`src/rtl/bkpt_pkg.sv`:
```
package bkpt_pkg;

  // register select codes (byte-port mode)
  localparam logic [2:0] RA_CTRL = 3'd0;
  localparam logic [2:0] RA_PAGE = 3'd1;
  localparam logic [2:0] RA_HIGH = 3'd2;
  localparam logic [2:0] RA_LOW  = 3'd3;

  // control register bit positions
  localparam int unsigned CB_EN    = 0;
  localparam int unsigned CB_HMASK = 1;
  localparam int unsigned CB_LMASK = 2;
  localparam int unsigned CB_RWEN  = 3;
  localparam int unsigned CB_RWRD  = 4;
  localparam int unsigned CTRL_W   = 5;

  typedef enum logic [1:0] {
    CMP_FULL = 2'd0,
    CMP_HIGH = 2'd1,
    CMP_PAGE = 2'd2
  } cmp_mode_e;

  // low mask clear selects a full compare whatever the high mask says
  function automatic cmp_mode_e mode_of(input logic hmask, input logic lmask);
    if (!lmask)     return CMP_FULL;
    else if (!hmask) return CMP_HIGH;
    else            return CMP_PAGE;
  endfunction

endpackage

```
`src/rtl/bkpt_cfg_regs.sv`:
```
module bkpt_cfg_regs
  import bkpt_pkg::*;
#(
  parameter int unsigned BYTE_W   = 8,
  parameter int unsigned PAGE_W   = 6,
  parameter bit          REG_PORT = 1'b1,
  parameter int unsigned WD_W     = 8
) (
  input  logic              clk_i,
  input  logic              rst_ni,
  input  logic              wr_i,
  input  logic [2:0]        addr_i,
  input  logic [WD_W-1:0]   data_i,
  output logic [CTRL_W-1:0] ctrl_o,
  output logic [PAGE_W-1:0] page_o,
  output logic [BYTE_W-1:0] high_o,
  output logic [BYTE_W-1:0] low_o
);

  logic [CTRL_W-1:0] ctrl_q, ctrl_d;
  logic [PAGE_W-1:0] page_q, page_d;
  logic [BYTE_W-1:0] high_q, high_d;
  logic [BYTE_W-1:0] low_q,  low_d;
  logic              load;

  generate
    if (REG_PORT) begin : g_byte_port
      always_comb begin
        ctrl_d = ctrl_q;
        page_d = page_q;
        high_d = high_q;
        low_d  = low_q;
        load   = 1'b0;
        if (wr_i) begin
          unique case (addr_i)
            RA_CTRL: begin ctrl_d = data_i[CTRL_W-1:0]; load = 1'b1; end
            RA_PAGE: begin page_d = data_i[PAGE_W-1:0]; load = 1'b1; end
            RA_HIGH: begin high_d = data_i[BYTE_W-1:0]; load = 1'b1; end
            RA_LOW:  begin low_d  = data_i[BYTE_W-1:0]; load = 1'b1; end
            default: load = 1'b0;
          endcase
        end
      end

      // unused register addresses leave all state untouched
      a_r2_unused_addr_ignored: assert property (@(posedge clk_i) disable iff (!rst_ni)
        (wr_i && (addr_i > RA_LOW)) |=>
          ($stable(ctrl_q) && $stable(page_q) && $stable(high_q) && $stable(low_q)))
        else $error("a_r2_unused_addr_ignored");
    end else begin : g_wide_port
      always_comb begin
        load = wr_i;
        {ctrl_d, page_d, high_d, low_d} = {ctrl_q, page_q, high_q, low_q};
        if (wr_i) {ctrl_d, page_d, high_d, low_d} = data_i;
      end
    end
  endgenerate

  always_ff @(posedge clk_i or negedge rst_ni) begin
    if (!rst_ni) begin
      ctrl_q <= '0;
      page_q <= '0;
      high_q <= '0;
      low_q  <= '0;
    end else if (load) begin
      ctrl_q <= ctrl_d;
      page_q <= page_d;
      high_q <= high_d;
      low_q  <= low_d;
    end
  end

  assign ctrl_o = ctrl_q;
  assign page_o = page_q;
  assign high_o = high_q;
  assign low_o  = low_q;

endmodule

```
`src/rtl/bkpt_addr_cmp.sv`:
```
module bkpt_addr_cmp
  import bkpt_pkg::*;
#(
  parameter int unsigned BYTE_W = 8,
  parameter int unsigned PAGE_W = 6,
  parameter int unsigned OFF_W  = 14
) (
  input  cmp_mode_e           mode_i,
  input  logic [PAGE_W-1:0]   ref_page_i,
  input  logic [BYTE_W-1:0]   ref_high_i,
  input  logic [BYTE_W-1:0]   ref_low_i,
  input  logic                paged_i,
  input  logic [PAGE_W-1:0]   page_i,
  input  logic [2*BYTE_W-1:0] addr_i,
  output logic                hit_o
);

  localparam int unsigned ADDR_W = 2 * BYTE_W;
  localparam int unsigned HOFF_W = OFF_W - BYTE_W;

  logic page_eq, low_eq, hi_win_eq, hi_lin_eq;

  always_comb begin
    page_eq   = (page_i == ref_page_i);
    low_eq    = (addr_i[BYTE_W-1:0] == ref_low_i);
    hi_win_eq = (addr_i[OFF_W-1:BYTE_W] == ref_high_i[HOFF_W-1:0]);
    hi_lin_eq = (addr_i[ADDR_W-1:BYTE_W] == ref_high_i);
  end

  always_comb begin
    hit_o = 1'b0;
    unique case (mode_i)
      CMP_FULL: hit_o = paged_i ? (page_eq && hi_win_eq && low_eq)
                                : (hi_lin_eq && low_eq);
      CMP_HIGH: hit_o = paged_i ? (page_eq && hi_win_eq) : hi_lin_eq;
      CMP_PAGE: hit_o = paged_i && page_eq;
      default:  hit_o = 1'b0;
    endcase
  end

endmodule

```
`src/rtl/bkpt_addr_match.sv`:
```
module bkpt_addr_match
  import bkpt_pkg::*;
#(
  parameter int unsigned BYTE_W   = 8,
  parameter int unsigned PAGE_W   = 6,
  parameter int unsigned OFF_W    = 14,
  parameter bit          REG_PORT = 1'b1,
  localparam int unsigned ADDR_W  = 2 * BYTE_W,
  localparam int unsigned WD_W    = REG_PORT ? BYTE_W : (CTRL_W + PAGE_W + 2 * BYTE_W)
) (
  input  logic              clk_i,
  input  logic              rst_ni,
  input  logic              cfg_wr_i,
  input  logic [2:0]        cfg_addr_i,
  input  logic [WD_W-1:0]   cfg_data_i,
  input  logic              bus_valid_i,
  input  logic              bus_rd_i,
  input  logic              bus_paged_i,
  input  logic [PAGE_W-1:0] bus_page_i,
  input  logic [ADDR_W-1:0] bus_addr_i,
  output logic              match_o
);

  logic [CTRL_W-1:0] ctrl;
  logic [PAGE_W-1:0] ref_page;
  logic [BYTE_W-1:0] ref_high, ref_low;
  cmp_mode_e         mode;
  logic              addr_hit, dir_ok, match_d, match_q;

  bkpt_cfg_regs #(
    .BYTE_W(BYTE_W), .PAGE_W(PAGE_W), .REG_PORT(REG_PORT), .WD_W(WD_W)
  ) cfg_i (
    .clk_i (clk_i),
    .rst_ni(rst_ni),
    .wr_i  (cfg_wr_i),
    .addr_i(cfg_addr_i),
    .data_i(cfg_data_i),
    .ctrl_o(ctrl),
    .page_o(ref_page),
    .high_o(ref_high),
    .low_o (ref_low)
  );

  assign mode = mode_of(ctrl[CB_HMASK], ctrl[CB_LMASK]);

  bkpt_addr_cmp #(
    .BYTE_W(BYTE_W), .PAGE_W(PAGE_W), .OFF_W(OFF_W)
  ) cmp_i (
    .mode_i    (mode),
    .ref_page_i(ref_page),
    .ref_high_i(ref_high),
    .ref_low_i (ref_low),
    .paged_i   (bus_paged_i),
    .page_i    (bus_page_i),
    .addr_i    (bus_addr_i),
    .hit_o     (addr_hit)
  );

  always_comb begin
    dir_ok  = !ctrl[CB_RWEN] || (bus_rd_i == ctrl[CB_RWRD]);
    match_d = ctrl[CB_EN] && bus_valid_i && addr_hit && dir_ok;
  end

  always_ff @(posedge clk_i or negedge rst_ni) begin
    if (!rst_ni) match_q <= 1'b0;
    else         match_q <= match_d;
  end

  assign match_o = match_q;

  // a pulse is always preceded by a valid access
  a_r3_pulse_needs_valid: assert property (@(posedge clk_i) disable iff (!rst_ni)
    match_o |-> $past(bus_valid_i))
    else $error("a_r3_pulse_needs_valid");

  // no pulse follows a cycle with the comparator disabled
  a_r3_disabled_silent: assert property (@(posedge clk_i) disable iff (!rst_ni)
    !ctrl[CB_EN] |=> !match_o)
    else $error("a_r3_disabled_silent");

  // page-only matches come from paged accesses with equal page
  a_r8_page_only_paged: assert property (@(posedge clk_i) disable iff (!rst_ni)
    (match_o && $past(ctrl[CB_HMASK] && ctrl[CB_LMASK])) |->
      ($past(bus_paged_i) && ($past(bus_page_i) == $past(ref_page))))
    else $error("a_r8_page_only_paged");

  // a direction-qualified pulse has the selected direction
  a_r10_direction_kept: assert property (@(posedge clk_i) disable iff (!rst_ni)
    (match_o && $past(ctrl[CB_RWEN])) |-> ($past(bus_rd_i) == $past(ctrl[CB_RWRD])))
    else $error("a_r10_direction_kept");

  // output low while reset is held
  always_ff @(posedge clk_i) begin
    if (!rst_ni) a_r1_reset_low: assert (match_o == 1'b0) else $error("a_r1_reset_low");
  end

endmodule

```
`config.mk`:
```
export PLATFORM = sky130hd
export DESIGN_NAME = bkpt_addr_match
export DESIGN_NICKNAME = d
export VERILOG_FILES = /design/src/rtl/bkpt_pkg.sv /design/src/rtl/bkpt_cfg_regs.sv /design/src/rtl/bkpt_addr_cmp.sv /design/src/rtl/bkpt_addr_match.sv
export SDC_FILE = /design/constraint.sdc
export NUM_CORES = 1
export LEC_CHECK = 0
export BUFFER_PORTS_ARGS = -buffer_cell sky130_fd_sc_hd__buf_2
export CAP_MARGIN = 40
export CORE_MARGIN = 3
export CORE_UTILIZATION = 50
export DETAILED_ROUTE_END_ITERATION = 7
export MAX_ROUTING_LAYER = met4
export PLACE_DENSITY = 0.86
export SYNTH_ARGS = -nofsm -noshare
export SYNTH_HDL_FRONTEND = slang
export SYNTH_SLANG_ARGS = --single-unit
```
`constraint.sdc`:
```
create_clock -name clk_i -period 3.15 [get_ports clk_i]
set_input_delay 0.63 -clock clk_i [delete_from_list [all_inputs] [get_ports clk_i]]
set_output_delay 0.63 -clock clk_i [all_outputs]
set_load 0.01 [all_outputs]
```
* Yosys cells after proc, flatten, opt, wreduce, memory -nomap -nowiden *
Cells that the tools add are included.

storage, ports and cells
  flip-flop bits (word level) = 28
  bits of input ports = 39

cells by class
  equality and inequality tests = 10
  muxes and demuxes = 7
  reductions and logical operators = 16

operators by type and width
  cell                                                             number
  8-bit == test                                                    2
  6-bit == test                                                    2
  3-bit AND reduction                                              4
  1-bit logical AND                                                7
  3-bit by 2-bit == test with 1-bit output, second input constant  2
  1-bit 2-to-1 mux                                                 4
  2-bit 2-to-1 mux                                                 2
  4-bit OR reduction                                               1
  3-bit by 1-bit == test with 1-bit output, second input constant  1
  3-bit zero test                                                  1
  1-bit one-hot mux with 3 select lines                            1
  2-bit by 1-bit == test with 1-bit output, second input constant  1
  2-bit == test, second input constant                             1
  2-bit zero test                                                  1
  1-bit == test                                                    1
  1-bit zero test                                                  1
  1-bit logical OR                                                 1

* Depth between registers and ports, before layout *
  word-level depth = 7
  depth in mapped cells = 4
  depth with buffers taken out = 4

* Cells and area by module *
Synthesis repeated with hierarchy kept, for this count alone.

unflattened totals
  cell total of the unflattened synthesis = 101
  area total of the unflattened synthesis = 1,392.6 µm²

by module, submodules not included
  module           times used  cells each  area an instance (µm²)
  bkpt_cfg_regs    1           60          1,059.8
  bkpt_addr_cmp    1           35          276.5
  bkpt_addr_match  1           6           56.3

* Least setup slack after synthesis *
Ideal clock, no wire load.

  path kind = input -> register
  from = in cfg_addr_i[0]
  to = reg cfg_i.high_q[0] (netlist: cfg_i.high_o[0])
  setup time = 0.125 ns
  arrival time = 1.406 ns
  path slack = 1.619 ns
  cell stages on the path = 3
  buffers on the path = 1
  cells stage by stage = nor4bb_1 buf_2 mux2_2

between the ends
  longest elaborated chain between the ends = 5

RTL lines
  item                                                                    RTL line               source
  start: declaration                                                      bkpt_addr_match.sv:14  input logic [2:0] cfg_addr_i,
  3-bit by 1-bit == test with 1-bit output, or another cell as far along  bkpt_cfg_regs.sv:35    unique case (addr_i)
  4-bit OR reduction (no line)                                            n/a
  1-bit 2-to-1 mux                                                        bkpt_cfg_regs.sv:35
  1-bit 2-to-1 mux                                                        bkpt_cfg_regs.sv:34    if (wr_i) begin
  3-bit AND reduction (no line) (*)                                       n/a
  end signal: assignment                                                  bkpt_cfg_regs.sv:68    high_q <= high_d;
  end: declaration                                                        bkpt_cfg_regs.sv:22    logic [BYTE_W-1:0] high_q, high_d;

Every way passes the cells marked *; elsewhere a longest branch is shown, timed or not.
A chain may end at the register's enable or synchronous reset.

* Worst setup path in the final report *
  from = reg match_q (netlist: match_o)
  to = out match_o

RTL lines
  item                      RTL line               source
  start: declaration        bkpt_addr_match.sv:28  logic addr_hit, dir_ok, match_d, match_q;
  start signal: assignment  bkpt_addr_match.sv:66  else match_q <= match_d;
  end: declaration          bkpt_addr_match.sv:21  output logic match_o

No word-level cell between the ends.

==> results.yml <==
synthesis:
  ys_ff_latch: 28
  netlist_area_um2: 1355
  synth_xor_area_share_pct: 14.87
  yosysTopAreaCellShare_pct: 51.71
  synth_nets: 137
  synth_top_area_cell: "dfrtp_1"
  syn_inst: 98
  seq_area_frac_synth_pct: 51.71
  synthTopCellsByArea: "dfrtp_1 52%, mux2_2 22%, xor2_1 10%, xnor2_1 4.5%, nor4b_4 1.8%"
  avgSynthCellArea_um2: 13.83
  synth_compound_area_share_pct: 1.385
  synth_top_family_by_area: "multiplexers"
  synthAdderAreaFrac_pct: 0
  synthSimpleGateAreaFrac_pct: 8.864
  ys_types: 16
  ys_warn_count: 0
  muxShareOfSynthArea_pct: 22.44
floorplan:
  die_y_um: 58.06
  coreArea_um2: 2522
  rows: 18
  dieArea_um2: 3371
  fp.dieW_um: 58.06
  io_pins: 40
  initial_utilization_pct: 53.72
layout:
  drive_gt1_share_pct: 52.14
  finalInstanceArea_um2: 1615
  fin_nets: 181
  fin_cells: 170
  final_common_cell: "buf_2"
  syn_to_final_growth_pct: 19.21
  num_antenna_cells: 0
  final_cell_mix: "39 x buf_2, 28 x dfrtp_1, 27 x mux2_2"
  final_util_pct: 64.04
drt:
  routed_wl_mm: 2.703
  wire_per_inst_um: 15.90
  dr.pass1.iters: 3
  num_vias: 919
  drc: 0
  viasPerCell: 5.406
  antenna_left: 0
  drt_iter0_drc: 4
clocking:
  root_buffer: "clkbuf_4"
  cts_repair_resize_count: 0
  cts_num_sinks: 28
  clk_path_buf_depth: 2
  clk_pin_slew_ns: 0.14
  cts_buffers: 3
  clk_latency_ns: 0.32
  hold_buffers: 0
  post_cts_buffers: 0
  htree_levels: 1
  cts_tree: "built"
timing:
  grt_setup_unrepaired: "false"
  slew-limit-headroom_pct: 59.74
  min_period_over_period_pct: 46.83
  max_freq_mhz: 677.9
  finalSetupViolCount: 0
  hold_viol: 0
  tightest_slew_ns: 0.6039
  slew_violations: 0
  finalHoldWorstSlack_ns: 0.2972
  fin_worst_skew_ns: 0.002724
  period_needed_ns: 1.475
  finalSetupTns_ns: 0
  layout_setup_ws_ns: 1.675
worst_hold_path:
  hold_path_class: "in -> async"
placement:
  dp_slack_ns: 1.387
  io_buffers: 39
  dp.cells: 167
  hpwl_mm: 2.206
  gp_congestion: 0.7656
  dpl_cell_area_um2: 1593
critical_path:
  worstPathBufferInverterCount: 1
  r2r_setup_slack_ns: 1.71
  reg2reg_to: "match_o$_DFF_PN0_"
  critPathSlowestCell: "dfrtp_1"
  critPathKind: "reg -> out"
  critical_path_arrival_ns: 0.85
  cpPeakStageDelay_ns: 0.39
  ff2ff_path_depth: 4
  cp_cell_sequence: "buf_2"
  worstSetupStartpointType: "flop"
  crit_path_max_fanout: 1
  cp-end-kind: "output port"
  crit_family: "flip-flops"
  crit_required_ns: 2.52
  r2r-start: "cfg_i.high_o[1]$_DFFE_PN0P_"
grt:
  grt_pass1_vias: 1000
  gr-total-overflow: 0
  track_usage_pct: 17.89
  grt_pass1_wl_mm: 4.374
  grt_max_degree: 29
  antenna_found_initial: 0
power:
  p_leak_nw: 0.7433
  total_power_mw: 0.8397
  p_per_area_nw_per_um2: 519.9
  ir_drop_mv: 0.3739
outcome:
  outcome: "finished clean"
job:
  drv_cap: 0
report_power, final:
part	internal (mW)	leakage [nW]	switching, mW
registers	0.436	0.338	0.0520
clock network	0.0448	0.0138	0.0996
logic	0.124	0.392	0.0838
synthesized netlist by cell type, drive strengths merged:
| library cell | n |
|---|---|
| a311oi | 1 |
| buf | 2 |
| dfrtp | 28 |
| mux2 | 27 |
| nand2 | 3 |
| nand3 | 3 |
| nand4 | 2 |
| nand4b | 1 |
| nor2 | 1 |
| nor4 | 3 |
| nor4b | 1 |
| nor4bb | 2 |
| o32a | 1 |
| xnor2 | 7 |
| xor2 | 16 |
worst max-delay path by stage:
stage | startpoint | endpoint | slack (ns) | cells past startpoint
final | match_o$_DFF_PN0_ | match_o | 1.67 | 1
after floorplan | cfg_addr_i[0] | cfg_i.high_o[0]$_DFFE_PN0P_ | 1.62 | 3
after global placement | bus_addr_i[9] | match_o$_DFF_PN0_ | 1.40 | 5
after global routing | cfg_i.high_o[1]$_DFFE_PN0P_ | match_o$_DFF_PN0_ | 1.58 | 4
after detailed placement | bus_addr_i[9] | match_o$_DFF_PN0_ | 1.39 | 5
after CTS | match_o$_DFF_PN0_ | match_o | 1.67 | 1
sequential cells by signal, summed over array words and instances (netlist names):
name and flops:
match_o 1, cfg_i.high_o 8, cfg_i.page_o 6, cfg_i.low_o 8, cfg_i.ctrl_o 5
cell type report:
class | instances | area (um^2)
Tap cell | 30 | 37.54
Timing Repair Buffer | 41 | 210.2
Clock buffer | 3 | 22.52
Sequential cell | 28 | 700.7
Fill cell | 207 | 907.1
Multi-Input combinational cell | 68 | 644.4
logic make-up (layout without fill, tap and decap cells):
logic type                count (synthesis)  count (layout)
AOI/OAI and AO/OA                         2               2
xor gates and xnor gates                 23              23
buffers and inverters                     2              44
DFF                                      28              28
muxes                                    27              27
and+or+nand+nor                          16              16
per-layer routing:
layer  vias up  routed length, um  part of all wire, %  GRT usage [%]
li1        436                  -                    -              -
met1       449               1145                   42          22.25
met2        28               1333                   49          28.71
met3         6                159                  5.9          2.673
met4         0                 64                  2.4          8.278
met5         -                  0                    0              -
Power figures use the tool's default switching activity.
